--- config.mk ---
export PLATFORM = sky130hd
export DESIGN_NAME = pme_wake_ctrl
export DESIGN_NICKNAME = d
export VERILOG_FILES = /design/src/rtl/pme_pkg.sv /design/src/rtl/pme_cfg_regs.sv /design/src/rtl/pme_evt_latch.sv /design/src/rtl/pme_out_stage.sv /design/src/rtl/pme_wake_ctrl.sv
export SDC_FILE = /design/constraint.sdc
export NUM_CORES = 1
export LEC_CHECK = 0
export BUFFER_PORTS_ARGS = -buffer_cell sky130_fd_sc_hd__buf_2
export CORE_MARGIN = 1.5
export CORE_UTILIZATION = 39
export DETAILED_ROUTE_END_ITERATION = 12
export PLACE_DENSITY = 0.83
export SLEW_MARGIN = 20
export SYNTH_ARGS = -nofsm -noshare
export SYNTH_HDL_FRONTEND = slang
export SYNTH_HIERARCHICAL = 1
export SYNTH_SLANG_ARGS = --single-unit
--- constraint.sdc ---
create_clock -name clk -period 2.69 [get_ports clk]
set_input_delay 0.6725 -clock clk [delete_from_list [all_inputs] [get_ports clk]]
set_output_delay 0.6725 -clock clk [all_outputs]
set_load 0.02 [all_outputs]
--- src/rtl/pme_pkg.sv ---
package pme_pkg;

    localparam int PME_NUM_EVT = 4;
    localparam int PME_REG_W   = 16;

    // Field positions the host and the bench rely on
    localparam int POS_HOLD    = 14;
    localparam int POS_POL     = 12;
    localparam int POS_EN_LO   = 8;
    localparam int POS_AUTO    = 7;
    localparam int POS_STAT_LO = 0;

    // Event input order
    localparam int EVT_AUX   = 0;
    localparam int EVT_LINK  = 1;
    localparam int EVT_MAGIC = 2;
    localparam int EVT_FRAME = 3;

    typedef struct packed {
        logic                   hold_en;
        logic                   pol_high;
        logic [PME_NUM_EVT-1:0] evt_en;
        logic                   auto_wake;
    } pme_cfg_t;

    function automatic pme_cfg_t unpack_cfg(input logic [PME_REG_W-1:0] w);
        pme_cfg_t c;
        c.hold_en   = w[POS_HOLD];
        c.pol_high  = w[POS_POL];
        c.evt_en    = w[POS_EN_LO +: PME_NUM_EVT];
        c.auto_wake = w[POS_AUTO];
        return c;
    endfunction

    function automatic logic [PME_REG_W-1:0] pack_view(input pme_cfg_t c,
                                                       input logic [PME_NUM_EVT-1:0] st);
        logic [PME_REG_W-1:0] w;
        w = '0;
        w[POS_HOLD]                     = c.hold_en;
        w[POS_POL]                      = c.pol_high;
        w[POS_EN_LO +: PME_NUM_EVT]     = c.evt_en;
        w[POS_AUTO]                     = c.auto_wake;
        w[POS_STAT_LO +: PME_NUM_EVT]   = st;
        return w;
    endfunction

endpackage

--- src/rtl/pme_cfg_regs.sv ---
module pme_cfg_regs
    import pme_pkg::*;
#(
    parameter int REG_W = PME_REG_W
) (
    input  logic             clk,
    input  logic             rst,
    input  logic             wr_en,
    input  logic [REG_W-1:0] wr_data,
    output pme_cfg_t         cfg
);

    always_ff @(posedge clk) begin
        if (rst) begin
            cfg <= '0;
        end else if (wr_en) begin
            cfg <= unpack_cfg(wr_data);
        end
    end

    // configuration moves only on a write
    p_cfg_stable_r9: assert property (@(posedge clk) disable iff (rst)
        !wr_en |=> $stable(cfg));

endmodule

--- src/rtl/pme_evt_latch.sv ---
module pme_evt_latch
    import pme_pkg::*;
#(
    parameter int NUM_EVT = PME_NUM_EVT
) (
    input  logic               clk,
    input  logic               rst,
    input  logic [NUM_EVT-1:0] evt,
    input  logic [NUM_EVT-1:0] en,
    input  logic [NUM_EVT-1:0] clr,
    output logic [NUM_EVT-1:0] status
);

    logic [NUM_EVT-1:0] status_nx;

    // Setting has priority over clearing in the same cycle
    always_comb begin
        status_nx = (status & ~clr) | (evt & en);
    end

    always_ff @(posedge clk) begin
        if (rst) begin
            status <= '0;
        end else begin
            status <= status_nx;
        end
    end

    for (genvar i = 0; i < NUM_EVT; i++) begin : g_chk
        // a status bit only rises from an enabled pulse
        p_set_source_r2: assert property (@(posedge clk) disable iff (rst)
            $rose(status[i]) |-> $past(evt[i] && en[i]));
        // a set bit survives unless a clear was requested
        p_sticky_r3: assert property (@(posedge clk) disable iff (rst)
            (status[i] && !clr[i]) |=> status[i]);
        // set wins over clear
        p_set_wins_r4: assert property (@(posedge clk) disable iff (rst)
            (evt[i] && en[i] && clr[i]) |=> status[i]);
    end

endmodule

--- src/rtl/pme_out_stage.sv ---
module pme_out_stage
    import pme_pkg::*;
#(
    parameter int NUM_EVT = PME_NUM_EVT
) (
    input  logic               clk,
    input  logic               rst,
    input  pme_cfg_t           cfg,
    input  logic [NUM_EVT-1:0] status,
    input  logic               ready,
    output logic               pin
);

    logic pending;
    logic held;
    logic drive;

    always_comb begin
        pending = |(status & cfg.evt_en);
        held    = cfg.hold_en && cfg.auto_wake && !ready;
        drive   = pending && !held;
        pin     = drive ? cfg.pol_high : !cfg.pol_high;
    end

    // nothing enabled pending, pin inactive
    p_idle_r5: assert property (@(posedge clk) disable iff (rst)
        ((status & cfg.evt_en) == '0) |-> (pin == !cfg.pol_high));
    // hold keeps the pin inactive until ready
    p_hold_r7: assert property (@(posedge clk) disable iff (rst)
        (cfg.hold_en && cfg.auto_wake && !ready) |-> (pin == !cfg.pol_high));
    // without auto wake-up, pending drives the pin regardless of ready
    p_no_auto_r8: assert property (@(posedge clk) disable iff (rst)
        (!cfg.auto_wake && ((status & cfg.evt_en) != '0)) |-> (pin == cfg.pol_high));

endmodule

--- src/rtl/pme_wake_ctrl.sv ---
module pme_wake_ctrl
    import pme_pkg::*;
#(
    parameter int NUM_EVT = PME_NUM_EVT,
    parameter int REG_W   = PME_REG_W
) (
    input  logic               clk,
    input  logic               rst,
    input  logic               cfg_we,
    input  logic [REG_W-1:0]   cfg_wdata,
    output logic [REG_W-1:0]   cfg_rdata,
    input  logic [NUM_EVT-1:0] evt_pulse,
    input  logic               clks_ready,
    output logic               pme_pin
);

    pme_cfg_t           cfg;
    logic [NUM_EVT-1:0] status;
    logic [NUM_EVT-1:0] clr;

    always_comb begin
        clr = cfg_we ? cfg_wdata[POS_STAT_LO +: NUM_EVT] : '0;
    end

    pme_cfg_regs #(.REG_W(REG_W)) u_regs (
        .clk     (clk),
        .rst     (rst),
        .wr_en   (cfg_we),
        .wr_data (cfg_wdata),
        .cfg     (cfg)
    );

    pme_evt_latch #(.NUM_EVT(NUM_EVT)) u_latch (
        .clk    (clk),
        .rst    (rst),
        .evt    (evt_pulse),
        .en     (cfg.evt_en),
        .clr    (clr),
        .status (status)
    );

    pme_out_stage #(.NUM_EVT(NUM_EVT)) u_out (
        .clk    (clk),
        .rst    (rst),
        .cfg    (cfg),
        .status (status),
        .ready  (clks_ready),
        .pin    (pme_pin)
    );

    always_comb begin
        cfg_rdata = pack_view(cfg, status);
    end

    // reserved positions read zero
    p_reserved_r9: assert property (@(posedge clk) disable iff (rst)
        (cfg_rdata[15] == 1'b0) && (cfg_rdata[13] == 1'b0) && (cfg_rdata[6:4] == 3'b000));
    // reset leaves the pin high
    p_reset_pin_r1: assert property (@(posedge clk)
        $past(rst) |-> pme_pin);

endmodule

======== Yosys cells after proc, flatten, opt, wreduce, memory -nomap -nowiden ========
Index checks and enable logic that the tools add are counted.
operators by class
  muxes and demuxes ....................... 2
  bitwise logic cells ..................... 5
  reduce and logical (&&, ||, !) cells .... 7
operator list
  operator            number
  4-bit AND           3
  4-bit 2-to-1 mux    1
  4-bit NOT           1
  4-bit bitwise OR    1
  4-bit OR reduction  1
  1-bit logical AND   3
  1-bit logical NOT   3
  1-bit 2-to-1 mux    1
word-level totals
  flip-flop bits (word level) ............. 11

======== Logic depth before layout (Yosys ltp) ========
Gate-level depths: netlist of the first run.
  word-level depth ........................ 5
  depth in mapped cells ................... 3

======== Hierarchy ========
Netlist of the first run, hierarchy kept.
modules (own cells, without submodules)
  module         times used  cells each  area an instance (µm²)  seq. area each (µm²)
  pme_cfg_regs   1           22          247.7                   140.1
  pme_evt_latch  1           16          140.1                   80.1
  pme_wake_ctrl  1           10          66.3                    0.0
  pme_out_stage  1           5           52.6                    0.0

======== Worst setup path after synthesis of the first run ========
No wires, ideal clock.
  kind .................................... input -> output
  from .................................... in clks_ready
  to ...................................... out pme_pin
  arrival time ............................ 1.198 ns
  slack ................................... 0.820 ns
  stages .................................. 2
  buffers on the path ..................... 0
  cells stage by stage .................... a2bb2oi_2 -> xnor2_1
between the ends
  cells in the longest elaborated chain, start to end .. 5
ends and longest elaborated chain
  item               line                 source
  from (decl)        pme_wake_ctrl.sv:13  input logic clks_ready,
  1-bit logical NOT  pme_out_stage.sv:20  held = cfg.hold_en && cfg.auto_wake && !ready;
  1-bit logical AND  pme_out_stage.sv:20
  1-bit logical NOT  pme_out_stage.sv:21  drive = pending && !held;
  1-bit logical AND  pme_out_stage.sv:21
  1-bit 2-to-1 mux   pme_out_stage.sv:22  pin = drive ? cfg.pol_high : !cfg.pol_high;
  to (decl)          pme_wake_ctrl.sv:14  output logic pme_pin
Every way passes these cells.

======== Worst setup path after layout of the first run ========
Ends and elaborated chain as after synthesis.

==> flow_summary.ini, run 1 <==
[status]
outcome = completed

[placement]
gp_congestion = 0.664
dpl.hpwl_um = 756
portBuffers = 30

[pwr]
sw_frac_of_total_pct = 28.1
p_seq_share_pct = 50.8
comb_power_share_pct = 18.1
power_uw = 354
p_leak_uw = 0.000340
ir_drop_mv = 0.249
power_density_nw_per_um2 = 530
p_sw_uw = 99.6
internal_power_uw = 254
clock_power_share_pct = 31.1

[worst_setup_path]
crit_type = in2out
slowest_stage = buf_2
cpPeakStageDelay_ps = 170
cp-end-kind = output pin
critPathMostFrequentCell = buf_2
crit_path_cell_trace = buf_2, a2bb2oi_2, xnor2_1, buf_2
cp_max_fo = 1
cp.arrival_ps = 1210
cp_data_required_time_ps = 2020
cp_top_family = buffers and inverters
critPathLaunchType = primary input
crit_buf_inv = 2
crit_start = clks_ready
r2r_start = u_regs/cfg[4]$_SDFFE_PP0P_

[sta]
hold_viol_final = 0
skew_ps = 0.223
fmax_mhz = 530
finalSetupTns_ps = 0
slew_violations = 0
period_share_pct = 70.1
fin_crit_ps = 1890
setup_viol = 0
rsz0062_at_grt = no

[synthesis]
synth.avg_cell_area_um2 = 9.56
syn_inst = 53
synth_seq_cells = 11
ys_types = 13
ys_warn_count = 6
synth_area_um2 = 507
ys_seq_area_share_pct = 43.5

[routing]
routedWlPerCell_um = 9.74
drt_pass1_iterations = 2
ant_nets = 0
viasPerCell = 4.24
drtIter0Drc = 4
num_vias = 420
drt_drc_violations_left = 0
drt_wl_total_um = 964

[global_routing]
grt_pass1_vias = 338
antenna_found_initial = 0
grt.total_usage_pct = 14.0
grt_pass1_wl_um = 1350
grt_overflow = 0
grt_start_max_net_pins = 12

[cts]
htree_levels = 1
worstSkewPairLatency_ps = 260
hold_buffers = 0
clock_sinks = 11
cts_buffers = 3
clockRootBuffer = clkbuf_4
cts_buffer_depth = 2
clkSlewWorstSetupHoldPaths_ps = 70
cts_resized = 0
cts_setup_buffers = 0
tritoncts = done

[die]
coreArea_um2 = 1160
io_pins = 41
die_area_um2 = 1520
initial_core_util_pct = 43.8
die_w_um = 39.0
die_y_um = 39.0
rows = 12

[flow_run]
maxCapViolCount = 0

[cells_and_area]
drive_above_1_share_pct = 43.5
mostFrequentLayoutCell = buf_2
fillers = 110
nets = 110
layout_common_cells = buf_2, dfxtp_1, mux2i_1, nor2_1
antenna_cells = 0
area_growth_pct = 31.9

[worst_hold_path]
hp-start = u_regs/cfg[1]$_SDFFE_PP0P_
hold_class = reg2reg
per-layer routing:
layer  wire length (µm)  global-route usage (%)  vias to the layer above
li1                   -                       -                      228
met1                428                    17.5                      167
met2                431                    19.6                       25
met3                103                    6.36                        0
met4                  0                    7.76                        0
met5                  0                       0                        -
Yosys cell counts (all sizes together):
| cell type | count | area (µm²) |
|---|---|---|
| a21oi | 4 | 20.0 |
| a2bb2oi | 1 | 15.0 |
| nor2 | 7 | 26.3 |
| nand2b | 4 | 25.0 |
| buf | 6 | 48.8 |
| dfxtp | 11 | 220 |
| nand2 | 5 | 18.8 |
| mux2i | 7 | 70.1 |
| a22oi | 2 | 25.0 |
| and2 | 4 | 25.0 |
| xnor2 | 1 | 8.76 |
| conb | 1 | 3.75 |
cell type report:
class	count	area (µm²)	area share, %
well taps	14	17.5	2.62
clock inverters	1	5.00	0.749
multi-input cells	40	253	37.8
clock buffers	3	22.5	3.37
repair buffers	30	150	22.5
flip-flops and latches	11	220	33.0
logic make-up (layout without fill, tap and decap cells):
| kind of cell | count (synthesis) | count (layout) | share of synthesized area [%] |
|---|---|---|---|
| AO/OA/AOI/OAI | 7 | 7 | 11.9 |
| XOR/XNOR | 1 | 1 | 1.73 |
| buffers and inverters | 6 | 34 | 9.63 |
| flip-flops | 11 | 11 | 43.5 |
| multiplexers | 7 | 7 | 13.8 |
| other | 1 | 5 | 0.740 |
| AND/OR/NAND/NOR | 20 | 20 | 18.8 |
worst paths after layout:
kind | to | slack, ps | cells after the start
setup / recovery | pme_pin | 800 | 4
hold / removal | u_latch/status[0]$_SDFF_PP0_ | 500 | 2
setup reg to reg | u_latch/status[3]$_SDFF_PP0_ | 2030 | 2
hold reg to reg | u_latch/status[0]$_SDFF_PP0_ | 500 | 2
state kept, by name, indices dropped and copies added, names as in the netlist:
name            count
u_latch/status      4
u_regs/cfg          7
per-stage QoR:
stage	utilization [%]	instances	worst slack, ps	hold slack [ps]	cell area [µm²]
finish	57.8	99	804	498	668
global route	57.8	99	719	525	668
CTS	57.8	99	800	498	668
detailed placement	55.4	95	800	488	641
global placement	55.4	95	797	483	641
floorplan	-	57	820	552	522
worst register-to-register path, cell delays in order, from the launching register on:
cell and delay (ps):
dfxtp_1 400, nand2_1 70, a21oi_1 130
power by group through the flow:
stage	clock [µW]	sequential [µW]	combinational [µW]
2_1_floorplan	0	193	34.6
3_3_place_gp	0	183	64.0
3_5_place_dp	0	184	64.4
4_1_cts	114	180	64.6
5_1_grt	124	181	70.9
6_report	110	180	64.1
(Power assumes the default switching activity.)
==> inputs of run 2 (changes only) <==
Settings changed: ABC_AREA set to 1, CORE_UTILIZATION 39 to 34, PLACE_DENSITY 0.83 to 0.75.
Clock period 2.69 ns to 1.6 ns, I/O delays scaled along.
==> run 2 against run 1 <==
Against the previous run:
- worst setup slack got worse by 700 ps
- sequential power rose by 70%
- critical endpoint unchanged
- sequential share of layout area fell by 2.6 points
- largest cell class unchanged
- global-route usage fell by 1.1 points
- cell area rose by 13%
- synthesized cell count rose by 75%
- first-iteration DRC count did not move
==> flow_summary.ini, run 2 <==
[global_routing]
grt_overflow = 0
grt_pass1_wl_um = 1850
grt.total_usage_pct = 12.9
grt_pass1_vias = 463
grt_start_max_net_pins = 19
antenna_found_initial = 0

[placement]
dpl.hpwl_um = 904
gp_congestion = 0.656
portBuffers = 30

[synthesis]
ys_seq_area_share_pct = 38.9
synth.most_common_cell = nand2_1
synthTopCellsByArea = dfxtp_1, nand2_1, inv_1, nor2_1, buf_4
synth_seq_cells = 11
ys_warn_count = 6
synth.avg_cell_area_um2 = 6.08
ys_types = 11
syn_inst = 93
synthFlopType = dfxtp_1
yosysTopAreaCellShare_pct = 38.9
synth_area_um2 = 566
yosys.area.top_type = dfxtp_1
ys_async_sr_fraction_pct = 0
synth_edf_count = 0
synth_common_cells = nand2_1, inv_1, nor2_1, dfxtp_1, buf_4

[pwr]
ir_drop_mv = 0.449
p_leak_uw = 0.000474
power_density_nw_per_um2 = 822

[worst_hold_path]
hold_path_depth = 2
hold_class = in2reg

[routing]
drt_pass1_iterations = 4
routedWlPerCell_um = 8.10
drt_wl_total_um = 1160
ant_nets = 0
drt_drc_violations_left = 0
drtIter0Drc = 4
viasPerCell = 4.20
num_vias = 601

[cells_and_area]
drive_above_1_share_pct = 34.6
area_growth_pct = 34.1
reg.largest.list = u_regs/cfg: 7 flops, u_latch/status: 4 flops
nets = 152
largest_reg_flops = 7
antenna_cells = 0
layout_common_cells = nand2_1, buf_2, inv_1, nor2_1, dfxtp_2
utilization_pct = 49.8
mostFrequentLayoutCell = nand2_1
regMostFlops = u_regs/cfg

[worst_setup_path]
critPathMostFrequentCell = nand2_1
slowest_stage = dfxtp_2
critPathLaunchType = register
crit_path_cell_trace = nand2_1, nand2_2, inv_1, nand2_1, nand3_1, nand2_1, buf_4
cp.arrival_ps = 1100
cp_max_fo = 4
reg2reg_depth = 3
crit_type = reg2out
cpPeakStageDelay_ps = 350
rrSetupSlack_ps = 920
cp_data_required_time_ps = 1200
cp-end-kind = output pin

[sta]
finalSetupTns_ps = 0
period_share_pct = 93.5
whs_ps = 364
fin_crit_ps = 1500
skew_ps = 5.27
rsz0062_at_grt = no
hold_viol_final = 0
fmax_mhz = 668
slew_violations = 0
setup_viol = 0

[cts]
worstSkewPairLatency_ps = 260
clock_sinks = 11
tritoncts = done
htree_levels = 1
cts_buffers = 3
cts_buffer_depth = 2
clockRootBuffer = clkbuf_4
hold_buffers = 0
clkSlewWorstSetupHoldPaths_ps = 70

[die]
die_area_um2 = 1920
rows = 14
initial_core_util_pct = 37.1
die_y_um = 43.8
io_pins = 41
coreArea_um2 = 1520
die_w_um = 43.8

[status]
outcome = completed

[flow_run]
maxCapViolCount = 0
run 2: cell types whose count changed after synthesis, moves of 2 or more:
| cell | previous run | this run |
|---|---|---|
| nand2_1 | 5 | 35 |
| a22oi_2 | 2 | 0 |
| nor2_1 | 7 | 14 |
| nand2b_1 | 4 | 0 |
| and2_1 | 4 | 0 |
| inv_1 | 0 | 19 |
| mux2i_1 | 7 | 0 |
run 2: what timing repair did:
action / in CTS / in global routing
gates resized for setup: 0 / 10
endpoints found under the setup margin: 0 / 1
buffers inserted: 0 / 2
run 2: layer usage:
metal	global-route usage [%]	up-vias	routed length [µm]
met4	5.45	0	0
met1	15.7	252	504
met5	0	-	0
li1	-	325	-
met3	4.58	0	91
met2	20.6	24	564
run 2: per-stage QoR:
stage	setup WS (ps)	power (µW)	area, µm²	instances
6_report	104	623	758	143
5_1_grt	0.444	665	758	143
4_1_cts	20.2	621	728	141
3_5_place_dp	206	440	702	137
3_3_place_gp	217	436	702	137
2_1_floorplan	281	400	581	97
run 2: critical path: cells and delay by family, from the launching register on:
family                 cells  cell delay, ps
DFF                        1             350
buffers and inverters      2             170
and+or+nand+nor            5             330
run 2: kinds of logic after synthesis:
group / count (synthesis) / synth area share (%)
other: 1 / 0.663
DFF: 11 / 38.9
AOI/OAI and AO/OA: 5 / 4.42
buffers and inverters: 25 / 21.2
and+or+nand+nor: 51 / 34.7
run 2: path summary, 6_finish.rpt:
kind | from | to
max | u_regs/cfg[2]$_SDFFE_PP0P_ | pme_pin
min reg2reg | u_latch/status[3]$_SDFF_PP0_ | u_latch/status[3]$_SDFF_PP0_
min | rst | u_latch/status[1]$_SDFF_PP0_
max reg2reg | u_regs/cfg[4]$_SDFFE_PP0P_ | u_latch/status[3]$_SDFF_PP0_
run 2: cell type report:
| cell class | instances | area (µm²) |
|---|---|---|
| repair buffers | 32 | 168 |
| clock buffers | 4 | 26.3 |
| fillers | 163 | 766 |
| multi-input cells | 61 | 243 |
| well taps | 16 | 20.0 |
| inverters | 19 | 71.3 |
| flip-flops and latches | 11 | 230 |
run 2: where the power goes:
part / switching (µW) / total [µW] / internal [µW]
Sequential: 12.4 / 306 / 293
Combinational: 82.7 / 136 / 53.8
Clock: 84.4 / 181 / 96.2
Total: 180 / 623 / 443
==> inputs of run 3 (changes only) <==
Settings changed: CORE_MARGIN 1.5 to 5.
==> run 3 against run 2 <==
Against the previous run:
- cell area rose by 2.0%
- combinational power rose by 4%
- cell count rose by 1.4%
- die area rose by 35%
- clock power barely moved
- critical endpoint unchanged
- largest cell class unchanged
- largest power group unchanged
- highest routed layer is now met4
==> flow_summary.ini, run 3 (synthesized netlist as in run 2, its figures left out) <==
[status]
outcome = completed

[worst_setup_path]
cpPeakStageDelay_ps = 350
cp_max_fo = 4
cp-end-kind = output pin
cp_data_required_time_ps = 1200
cp.depth = 7
critPathLaunchType = register
slowest_stage = dfxtp_2
crit_path_cell_trace = nand2_1, nand2_1, inv_1, nand2_1, nand3_1, nand2_1, buf_4
crit_buf_inv = 2
crit_type = reg2out
reg2reg_depth = 3
cp_top_family = flip-flops
cp.arrival_ps = 1090
critPathMostFrequentCell = nand2_1

[sta]
slew_violations = 0
fin_crit_ps = 1490
setup_slack_ps = 114
whs_ps = 366
finalSetupTns_ps = 0
fmax_mhz = 673
setup_viol = 0
skew_ps = 1.48
hold_viol_final = 0
period_share_pct = 92.9

[cells_and_area]
mostFrequentLayoutCell = nand2_1
drive_above_1_share_pct = 35.7
multiInputGateArea_um2 = 243
layout_common_cells = nand2_1, buf_2, inv_1, nor2_1, dfxtp_2
fillers = 174
area_growth_pct = 36.7
regMostFlops = u_regs/cfg
largest_reg_flops = 7
antenna_cells = 0
nets = 154
register_area_um2 = 230
reg.largest.list = u_regs/cfg: 7 flops, u_latch/status: 4 flops

[routing]
num_vias = 608
viasPerCell = 4.19
drtIter0Drc = 18
routedWlPerCell_um = 8.97
drt_pass1_iterations = 4
drt_drc_violations_left = 0
ant_nets = 0
drt_wl_total_um = 1300

[flow_run]
maxCapViolCount = 0

[cts]
clock_sinks = 11
hold_buffers = 0
cts_buffer_depth = 2
clkSlewWorstSetupHoldPaths_ps = 70
clockRootBuffer = clkbuf_4
cts_buffers = 3
worstSkewPairLatency_ps = 260
tritoncts = done
htree_levels = 1

[worst_hold_path]
hold_class = in2reg
hold_path_depth = 2

[die]
die_area_um2 = 2580
coreArea_um2 = 1540
rows = 14
die_y_um = 50.8
die_w_um = 50.8
initial_core_util_pct = 36.7
io_pins = 41

[placement]
dp_worst_setup_slack_ps = 215
dpl.hpwl_um = 988
portBuffers = 30
gp_congestion = 0.699

[global_routing]
grt.total_usage_pct = 9.93
grt_overflow = 0
grt_pass1_vias = 518
antenna_found_initial = 0
grt_pass1_wl_um = 2000
grt_start_max_net_pins = 19

[pwr]
p_seq_share_pct = 48.4
sw_frac_of_total_pct = 29.3
p_sw_uw = 185
ir_drop_mv = 0.410
power_density_nw_per_um2 = 817
comb_power_share_pct = 22.4
internal_power_uw = 447
clock_power_share_pct = 29.1
p_leak_uw = 0.000485
-- run 3: changes by cell type in the layout (fill, tap and decap cells not counted), sizes merged --
cell  previous run  this run
buf             32        34
-- run 3: per-stage QoR --
stage | instance area [µm²] | power (µW) | cells | utilization, %
floorplan | 581 | 400 | 97 | -
global placement | 702 | 438 | 137 | 45.5
detailed placement | 702 | 441 | 137 | 45.5
CTS | 728 | 625 | 141 | 47.2
global route | 773 | 670 | 145 | 50.2
finish | 773 | 632 | 145 | 50.2
-- run 3: power groups by stage --
stage | registers [µW] | logic [µW] | clock network, µW
global route | 308 | 158 | 204
detailed placement | 312 | 129 | 0
global placement | 311 | 127 | 0
floorplan | 331 | 68.7 | 0
CTS | 305 | 130 | 190
finish | 306 | 142 | 184
-- run 3: worst paths after layout --
| kind | start | endpoint | slack [ps] |
|---|---|---|---|
| setup / recovery | u_regs/cfg[4]$_SDFFE_PP0P_ | pme_pin | 110 |
| hold / removal | rst | u_latch/status[1]$_SDFF_PP0_ | 370 |
| hold reg to reg | u_latch/status[2]$_SDFF_PP0_ | u_latch/status[2]$_SDFF_PP0_ | 470 |
| setup reg to reg | u_regs/cfg[2]$_SDFFE_PP0P_ | u_regs/cfg[2]$_SDFFE_PP0P_ | 900 |
-- run 3: layout make-up --
cell class | count | share of cell area [%]
clock buffers | 4 | 3.40
flip-flops and latches | 11 | 29.8
well taps | 16 | 2.59
multi-input cells | 61 | 31.4
inverters | 19 | 9.22
repair buffers | 34 | 23.6
-- run 3: repair_timing --
| item | in CTS | in global routing |
|---|---|---|
| endpoints found under the setup margin | 0 | 1 |
| gates resized for setup | 0 | 10 |
| setup buffers | 0 | 4 |
-- run 3: routing by layer --
metal | track usage, % | up-vias | part of all wire [%]
met3 | 3.25 | 2 | 12
met5 | 0 | - | 0
li1 | - | 328 | -
met2 | 15.5 | 26 | 44
met1 | 12.0 | 252 | 44
met4 | 5.11 | 0 | 0.31
